<file path="config.mk">
export PLATFORM = sky130hd
export DESIGN_NAME = sync_rx_master
export DESIGN_NICKNAME = d
export VERILOG_FILES = /design/src/rtl/sync_rx_pkg.sv /design/src/rtl/rx_sclk_gen.sv /design/src/rtl/rx_shifter.sv /design/src/rtl/rx_fifo.sv /design/src/rtl/sync_rx_master.sv
export SDC_FILE = /design/constraint.sdc
export NUM_CORES = 1
export LEC_CHECK = 0
export ABC_AREA = 1
export BUFFER_PORTS_ARGS = -buffer_cell sky130_fd_sc_hd__buf_2
export CORE_MARGIN = 10
export CORE_UTILIZATION = 52
export CTS_CLUSTER_DIAMETER = 150
export CTS_CLUSTER_SIZE = 28
export DETAILED_ROUTE_END_ITERATION = 8
export HOLD_SLACK_MARGIN = 0.06
export PLACE_DENSITY = 0.76
export SETUP_SLACK_MARGIN = 0.1
export SLEW_MARGIN = 25
export SYNTH_ARGS = -nofsm -noshare
export SYNTH_HDL_FRONTEND = slang
export SYNTH_SLANG_ARGS = --single-unit
</file>
<file path="constraint.sdc">
create_clock -name clk_i -period 2.03 [get_ports clk_i]
set_input_delay 0.1015 -clock clk_i [delete_from_list [all_inputs] [get_ports clk_i]]
set_output_delay 0.1015 -clock clk_i [all_outputs]
set_load 0.02 [all_outputs]
</file>
<file path="src/rtl/sync_rx_pkg.sv">
package sync_rx_pkg;
  localparam int unsigned DATA_W = 8;

  typedef struct packed {
    logic [DATA_W-1:0] data;
    logic              bit9;
    logic              ferr;
  } rx_entry_t;
endpackage

</file>
<file path="src/rtl/rx_sclk_gen.sv">
module rx_sclk_gen #(
  parameter int unsigned DIV_W = 8
) (
  input  logic             clk_i,
  input  logic             rst_ni,
  input  logic             run_i,
  input  logic [DIV_W-1:0] div_i,
  output logic             sck_o,
  output logic             fall_o
);
  localparam int unsigned CNT_W = DIV_W + 1;

  logic [CNT_W-1:0] cnt_q;
  logic [CNT_W-1:0] lim;
  logic             sck_q;
  logic             tick;

  // half period = 2*(div+1) cycles -> counter limit 2*div+1
  assign lim    = {div_i, 1'b1};
  assign tick   = (cnt_q >= lim);
  assign fall_o = run_i && tick && sck_q;
  assign sck_o  = sck_q;

  always_ff @(posedge clk_i or negedge rst_ni) begin
    if (!rst_ni) begin
      cnt_q <= '0;
      sck_q <= 1'b0;
    end else if (!run_i) begin
      cnt_q <= '0;
      sck_q <= 1'b0;
    end else if (tick) begin
      cnt_q <= '0;
      sck_q <= ~sck_q;
    end else begin
      cnt_q <= cnt_q + 1'b1;
    end
  end
endmodule

</file>
<file path="src/rtl/rx_shifter.sv">
module rx_shifter #(
  parameter int unsigned DATA_W = 8
) (
  input  logic          clk_i,
  input  logic          rst_ni,
  input  logic          run_i,
  input  logic          fall_i,
  input  logic          dt_i,
  input  logic          nine_i,
  output logic          done_o,
  output logic [DATA_W:0] word_o
);
  localparam int unsigned BIT_W = $clog2(DATA_W + 1);

  logic [BIT_W-1:0] bit_q;
  logic [BIT_W-1:0] last_bit;
  logic [DATA_W:0]  word_q;
  logic [DATA_W:0]  word_d;

  assign last_bit = nine_i ? BIT_W'(DATA_W) : BIT_W'(DATA_W - 1);
  assign done_o   = fall_i && (bit_q == last_bit);
  assign word_o   = word_d;

  always_comb begin
    word_d        = word_q;
    word_d[bit_q] = dt_i;
  end

  always_ff @(posedge clk_i or negedge rst_ni) begin
    if (!rst_ni) begin
      bit_q  <= '0;
      word_q <= '0;
    end else if (!run_i) begin
      bit_q  <= '0;
      word_q <= '0;
    end else if (fall_i) begin
      if (done_o) begin
        bit_q  <= '0;
        word_q <= '0;
      end else begin
        bit_q  <= bit_q + 1'b1;
        word_q <= word_d;
      end
    end
  end
endmodule

</file>
<file path="src/rtl/rx_fifo.sv">
module rx_fifo
  import sync_rx_pkg::*;
#(
  parameter int unsigned DEPTH = 2
) (
  input  logic                       clk_i,
  input  logic                       rst_ni,
  input  logic                       push_i,
  input  rx_entry_t                  push_entry_i,
  input  logic                       pop_i,
  output rx_entry_t                  head_o,
  output logic [$clog2(DEPTH+1)-1:0] count_o
);
  localparam int unsigned PTR_W = (DEPTH > 1) ? $clog2(DEPTH) : 1;
  localparam int unsigned CNT_W = $clog2(DEPTH + 1);

  rx_entry_t        mem_q [DEPTH];
  logic [PTR_W-1:0] wr_q, rd_q;
  logic [CNT_W-1:0] cnt_q;
  logic             do_push, do_pop;

  assign do_pop  = pop_i && (cnt_q != '0);
  assign do_push = push_i && (cnt_q != CNT_W'(DEPTH));
  assign count_o = cnt_q;
  assign head_o  = (cnt_q != '0) ? mem_q[rd_q] : '0;

  function automatic logic [PTR_W-1:0] nxt(input logic [PTR_W-1:0] p);
    return (p == PTR_W'(DEPTH - 1)) ? '0 : p + 1'b1;
  endfunction

  always_ff @(posedge clk_i or negedge rst_ni) begin
    if (!rst_ni) begin
      wr_q  <= '0;
      rd_q  <= '0;
      cnt_q <= '0;
      for (int i = 0; i < DEPTH; i++) mem_q[i] <= '0;
    end else begin
      if (do_push) begin
        mem_q[wr_q] <= push_entry_i;
        wr_q        <= nxt(wr_q);
      end
      if (do_pop) rd_q <= nxt(rd_q);
      case ({do_push, do_pop})
        2'b10:   cnt_q <= cnt_q + 1'b1;
        2'b01:   cnt_q <= cnt_q - 1'b1;
        default: cnt_q <= cnt_q;
      endcase
    end
  end
endmodule

</file>
<file path="src/rtl/sync_rx_master.sv">
module sync_rx_master
  import sync_rx_pkg::*;
#(
  parameter int unsigned DIV_W      = 8,
  parameter int unsigned FIFO_DEPTH = 2
) (
  input  logic              clk_i,
  input  logic              rst_ni,
  input  logic              port_en_i,
  input  logic [DIV_W-1:0]  div_i,
  input  logic              cfg_we_i,
  input  logic              cfg_once_i,
  input  logic              cfg_cont_i,
  input  logic              cfg_nine_i,
  input  logic              cfg_ie_i,
  input  logic              data_rd_i,
  input  logic              dt_i,
  output logic              once_o,
  output logic              cont_o,
  output logic [DATA_W-1:0] rdata_o,
  output logic              rx9_o,
  output logic              ferr_o,
  output logic              ready_o,
  output logic              irq_o,
  output logic              ovr_o,
  output logic              sck_o,
  output logic              sck_oe_o
);
  localparam int unsigned FIFO_CNT_W = $clog2(FIFO_DEPTH + 1);

  logic once_q, cont_q, nine_q, ie_q, ovr_q;
  logic run, fall, rx_done, rx_push, fifo_full;
  logic [DATA_W:0]       word;
  logic [FIFO_CNT_W-1:0] fifo_cnt;
  rx_entry_t             push_entry, head;

  assign run       = port_en_i && (once_q || cont_q);
  assign fifo_full = (fifo_cnt == FIFO_CNT_W'(FIFO_DEPTH));
  assign rx_push   = rx_done && !fifo_full && !ovr_q;

  always_comb begin
    push_entry.data = word[DATA_W-1:0];
    push_entry.bit9 = nine_q ? word[DATA_W] : 1'b0;
    push_entry.ferr = 1'b0;
  end

  always_ff @(posedge clk_i or negedge rst_ni) begin
    if (!rst_ni) begin
      once_q <= 1'b0;
      cont_q <= 1'b0;
      nine_q <= 1'b0;
      ie_q   <= 1'b0;
    end else if (cfg_we_i) begin
      once_q <= cfg_once_i;
      cont_q <= cfg_cont_i;
      nine_q <= cfg_nine_i;
      ie_q   <= cfg_ie_i;
    end else if (rx_done) begin
      once_q <= 1'b0;
    end
  end

  // overrun is sticky; only a cleared continuous enable releases it
  always_ff @(posedge clk_i or negedge rst_ni) begin
    if (!rst_ni)                  ovr_q <= 1'b0;
    else if (!cont_q)             ovr_q <= 1'b0;
    else if (rx_done && fifo_full) ovr_q <= 1'b1;
  end

  rx_sclk_gen #(.DIV_W(DIV_W)) u_sclk (
    .clk_i  (clk_i),
    .rst_ni (rst_ni),
    .run_i  (run),
    .div_i  (div_i),
    .sck_o  (sck_o),
    .fall_o (fall)
  );

  rx_shifter #(.DATA_W(DATA_W)) u_shift (
    .clk_i  (clk_i),
    .rst_ni (rst_ni),
    .run_i  (run),
    .fall_i (fall),
    .dt_i   (dt_i),
    .nine_i (nine_q),
    .done_o (rx_done),
    .word_o (word)
  );

  rx_fifo #(.DEPTH(FIFO_DEPTH)) u_fifo (
    .clk_i        (clk_i),
    .rst_ni       (rst_ni),
    .push_i       (rx_push),
    .push_entry_i (push_entry),
    .pop_i        (data_rd_i),
    .head_o       (head),
    .count_o      (fifo_cnt)
  );

  assign once_o   = once_q;
  assign cont_o   = cont_q;
  assign rdata_o  = head.data;
  assign rx9_o    = head.bit9;
  assign ferr_o   = head.ferr;
  assign ready_o  = (fifo_cnt != '0);
  assign irq_o    = ready_o && ie_q;
  assign ovr_o    = ovr_q;
  assign sck_oe_o = run;
endmodule

</file>
## Word level (Yosys, flattened, before mapping)

Index checks and enable logic that the tools add are counted.

| operators by class | value |
|---|---|
| add/subtract/negate cells | 6 |
| $lt $le $gt $ge | 6 |
| eq/ne operators | 8 |
| muxes and demuxes | 29 |
| bitwise gates (word level) | 3 |
| reductions and logical operators | 18 |

Operators with widths:

| kind | count |
|---|---|
| $mux 10 | 5 |
| $mux 9 | 5 |
| $bwmux 20 | 1 |
| $mux 4 | 4 |
| $logic_and 1x1->1 | 12 |
| $demux 10 s1 | 1 |
| $mux 1 | 10 |
| $add 9x1->9 const B | 1 |
| $bwmux 9 | 1 |
| $ge 9x9->1 | 1 |
| $reduce_bool 2->1 | 3 |
| $lt 4x5->1 const B | 1 |
| $add 4x1->4 const B | 1 |
| $demux 1 s4 | 1 |
| $eq 2x2->1 const B | 2 |
| $eq 4x4->1 | 1 |
| $ge 2x2->1 const B | 2 |
| $ge 4x1->1 const B | 1 |
| $ne 2x1->1 const B | 2 |
| $ne 2x2->1 const B | 2 |
| $not 1->2 | 2 |
| $pmux 2 s2 | 1 |
| $add 1x1->1 const B | 2 |
| $add 2x1->2 const B | 1 |
| 6 further kinds | 7 |

| storage, ports and cells | value |
|---|---|
| register bits | 52 |
| bits of input ports | 18 |
| output and inout port bits | 17 |
| word-level logic and storage cells | 88 |

## Logic depth before layout (Yosys ltp)

| depth | value |
|---|---|
| depth after elaboration | 10 |
| mapped depth | 15 |

## By module

From an unflattened synthesis, not the netlist that was laid out.

| unflattened totals | value |
|---|---|
| cell total of the unflattened synthesis | 386 |
| area, all modules | 3032.9 um^2 |

Modules (own cells, without submodules):

| module | instances | cells each | area an instance (um^2) | sequential area each (um^2) |
|---|---|---|---|---|
| rx_fifo | 1 | 150 | 1202.4 | 600.6 |
| rx_shifter | 1 | 110 | 867.1 | 325.3 |
| rx_sclk_gen | 1 | 95 | 728.2 | 250.2 |
| sync_rx_master | 1 | 31 | 235.2 | 125.1 |

## Worst setup path after synthesis

No wires, ideal clock.

| timing path | value |
|---|---|
| path type | register to register |
| start | register u_sclk.cnt_q[8] |
| end | register u_fifo.cnt_q[1] (netlist: u_fifo.count_o[1]) |
| library setup time | 124 ps |
| arrival | 2045 ps |
| slack | -140 ps |
| cell stages (with the launch flop) | 13 |
| path buffers | 0 |
| period minus slack after synthesis | 2170 ps |
| cells stage by stage | dfrtp_1 > ha_1 > nand2_1 > nor2_1 > nand3_1 > nand3_2 > nand4_4 > nor2_4 > inv_1 > ha_1 > a21oi_1 > o21ai_0 > xnor2_1 |

| between the ends | value |
|---|---|
| longest elaborated chain between the ends | 9 |

RTL lines:

| element | line | text |
|---|---|---|
| start: declaration | rx_sclk_gen.sv:13 | `logic [CNT_W-1:0] cnt_q;` |
| start signal: assignment | rx_sclk_gen.sv:35 | `cnt_q <= cnt_q + 1'b1;` |
| $ge 9x9->1 * | rx_sclk_gen.sv:20 | `assign tick = (cnt_q >= lim);` |
| $logic_and 1x1->1 * (2 in a row) | rx_sclk_gen.sv:21 | `assign fall_o = run_i && tick && sck_q;` |
| $logic_and 1x1->1 * | rx_shifter.sv:21 | `assign done_o = fall_i && (bit_q == last_bit);` |
| $logic_and 1x1->1 * (2 in a row) | sync_rx_master.sv:39 | `assign rx_push = rx_done && !fifo_full && !ovr_q;` |
| $logic_and 1x1->1 * | rx_fifo.sv:23 | `assign do_push = push_i && (cnt_q != CNT_W'(DEPTH));` |
| $eq 2x1->1 / $eq 2x2->1 (equally long branches) | rx_fifo.sv:43 | `case ({do_push, do_pop})` |
| $pmux 2 s2 / $reduce_bool 2->1 (equally long branches) | n/a |  |
| end signal: assignment | rx_fifo.sv:44 | `2'b10: cnt_q <= cnt_q + 1'b1;` |
| end signal: assignment | rx_fifo.sv:45 | `2'b01: cnt_q <= cnt_q - 1'b1;` |
| end signal: assignment | rx_fifo.sv:46 | `default: cnt_q <= cnt_q;` |
| end: declaration | rx_fifo.sv:19 | `logic [CNT_W-1:0] cnt_q;` |

Every way passes the cells marked *; elsewhere a longest branch is shown, timed or not.
A chain may end at the register's enable or synchronous reset.

## Worst setup path after layout

| timing path | value |
|---|---|
| start | register u_sclk.cnt_q[7] |
| end | register u_fifo.cnt_q[1] (netlist: u_fifo.count_o[1]) |

Same word-level chain as after synthesis.

==> impl_results.md <==
* Syn Area/Cell at 7.96 µm²
* Max-Cap Viols at 0
* Worst skew pair latency at 0.31 ns
* Final Setup Violations at 0
* Htree depth at 2
* DP Worst Slack at 0.0115 ns
* Leakage at 0.00175 µW
* Post-synthesis mux area share at 0
* Routed wl met2 at 3220 µm
* Worst slew pin tran at 0.577 ns
* Yosys top cell area share at 0.462
* Hold Path Class: input port to register
* CP Class: register to register
* CTS clk-pin slew, worst paths at 0.09 ns
* Sw Pwr at 679 µW
* First-pass DRT Iterations at 4
* Logic pwr share at 0.225
* Vias/cell at 5.06
* CP Capture Type: register
* Hpwl dp at 4450 µm
* CP required at 2.23 ns
* Initial Util at 0.534
* Routed wl met3 at 428 µm
* Clock sink count at 50
* Share of cells above drive strength 1 at 0.279
* Vias in the first global route at 2357
* Top post-synthesis cells by area: dfrtp_1 46%, nand2_1 14%, nand3_1 6.7%, ha_1 6.5%, inv_1 4.9%
* Switching share of power at 0.313
* Total grt overflow at 0
* TritonCTS clock tree: built
* GPL Wtd Cong at 0.850
* Final WS setup at 0.0417 ns
* Area growth from synthesis to layout at 29.8%
* R2R depth at 12
* Synth Area in Simple Gates at 0.282
* Top layer reached by signal wires: met4
* # diodes at 0
* Reg power frac at 0.498
* Commonest non-fill, non-tap cell in the layout: nand2_1
* RSZ-0062 raised after global routing: yes
* # nets final at 443
* Syn nets at 372
* Post-synthesis compound-gate area fraction at 0.0933
* Die H at 92.2 µm
* Hold endpoint: cont_o
* DRT Wirelength at 6530 µm
* Largest net degree at the start of global routing at 28
* Pint at 1490 µW
* Initial antenna violation count at 0
* Wire length on met1 at 2810 µm
* Max VDD drop at 356 µV
* Unique masters post-synth at 25
* CTS Buffer Depth at 2
* Core ar. at 5070 µm²
* Seq cells post-synth at 50
* Largest family of logic cells by synthesized area: simple AND/OR/NAND/NOR gates
* Commonest cells after routing, fill and taps aside: 90 x nand2_1, 50 x dfrtp_1, 36 x nand3_1
* Root buf cell: clkbuf_8
* Post-synthesis sequential area ratio at 0.462
* Drt wl/cell at 13.6 µm
* Count of pins over their slew limit at 0
* Fmax achieved at 503 MHz
* Crit Reg-Reg Startpoint: u_sclk.cnt_q[7]
* Element type at the critical path start: register
* CP max FO at 2
* Post-DP Area at 3030 µm²
* Post-Syn Area at 2710 µm²
* Post-Syn Instances at 340
* CP arrival at 2.19 ns
* Final period util at 0.979
* Critical hold path startpoint: cfg_we_i
* Final hold viol count at 0
* Power Density at 618 nW/µm²
* CTS Buf Count at 5
* Hold Path Depth at 3
* Worst Clk Skew at 0.00483 ns
* Post-layout min period at 1.99 ns
* Synth Area in XOR/XNOR at 0.0259
* Die Footprint at 8490 µm²
* Remaining antenna violation count at 0
* Final non-filler cell area at 3510 µm²
* R2r endpoint: u_fifo.count_o[1]
* First-pass GRT wire length at 10600 µm
* Num rows at 26
* I/O Pins at 35
* Initial DRC count at 139
* Area leader, netlist: dfrtp_1
* Port buffer count at 33
* Status: complete, no violations
* Crit path from: u_sclk.cnt_q[7]
* Post-Synth Adder-Cell Area at 0.0647
* Remaining DRCs at 0
* R2R setup slack at 0.04 ns
* Die W at 92.2 µm
* Max-slew headroom at 0.615
* Clock power share at 0.277
* Routed vias at 2440
* Synth warnings at 0
* GRT Total Usage at 0.149
cells by family after synthesis:
| logic type | after synthesis |
|---|---|
| simple gates | 172 |
| fa+ha+maj | 14 |
| flops | 50 |
| buf+inv | 47 |
| xor+xnor | 8 |
| compound gates | 48 |
| other cells | 1 |
synth_stat cells:
cell and n:
nand4_2 1, a21oi_1 23, nand4_4 1, inv_1 35, buf_6 1, o21ai_2 1, o21ai_1 1, ha_1 14
nand3_1 36, nand2_1 104, xnor2_1 4, o22ai_1 2, buf_2 2, a31oi_1 5, nor2_1 23, nor2_4 3
clkinv_1 2, conb_1 1, o21ai_0 16, clkbuf_1 3, xor2_1 4, inv_2 3, buf_4 1, dfrtp_1 50
nand3_2 4
flip-flops by register name (all words and copies together) (netlist names):
signal and count:
cont_o 1, u_fifo.count_o 2, u_sclk.cnt_q 9, u_fifo.rd_q 1
u_fifo.mem_q 18, once_o 1, u_sclk.sck_o 1, ie_q 1
nine_q 1, u_shift.bit_q 4, u_shift.word_q 9, ovr_o 1
u_fifo.wr_q 1
repair_timing:
item,CTS,global route
endpoints found under the hold margin,29,0
setup endpoints to repair,27,43
pin swaps,7,10
cloned,0,2
setup buffers,7,11
gates resized for setup,4,37
hold buffers,5,0
through the flow:
stage,util,power [µW],std cells,hold WS (ns),setup TNS [ns]
5_1_grt,0.692,2290,482,0.117,-0.737
3_3_place_gp,0.598,1530,449,0.138,0
3_5_place_dp,0.598,1540,449,0.136,0
2_1_floorplan,-,1360,340,-0.194,-0.0212
6_report,0.692,2170,482,0.101,0
4_1_cts,0.640,2140,469,0.0849,0
worst max-delay path by stage:
stage / endpoint / slack [ns] / cells past startpoint
2_1_floorplan: u_fifo.count_o[1] / -0.02 / 12
3_3_place_gp: u_fifo.count_o[1] / 0.07 / 12
3_5_place_dp: u_fifo.count_o[1] / 0.01 / 12
4_1_cts: u_fifo.mem_q[9] / 0.06 / 13
5_1_grt: u_fifo.count_o[1] / -0.08 / 14
6_report: u_fifo.count_o[1] / 0.04 / 12
power groups by stage:
| stage | logic (µW) | clock network (µW) | registers, µW |
|---|---|---|---|
| floorplan | 260 | 0 | 1100 |
| CTS | 448 | 608 | 1080 |
| global placement | 426 | 0 | 1100 |
| global route | 545 | 648 | 1090 |
| finish | 489 | 601 | 1080 |
| detailed placement | 434 | 0 | 1100 |
metal layers:
layer  vias up  GRT usage
li1       1241          -
met1      1121      0.190
met2        66      0.242
met3        12     0.0367
met4         0     0.0514
met5         -          0
area by class of cell:
class	count	area, µm²
sequential	50	1250
tap	70	87.6
inverter	40	150
clock buffer	7	86.3
multi-input combinational	245	1460
timing repair buffer	69	470
fill	393	1560
clock inverter	1	5.00
critical path: stages, from the launching register on:
cell and delay, ns:
dfrtp_1 0.40, ha_1 0.29, nand2_2 0.06, nor2_2 0.12
nand3_1 0.09, nand3_2 0.12, nand4_4 0.11, nor2_4 0.14
inv_2 0.06, ha_4 0.21, a21oi_2 0.09, o21ai_1 0.08
xnor2_1 0.12
(Power assumes the default switching activity.)
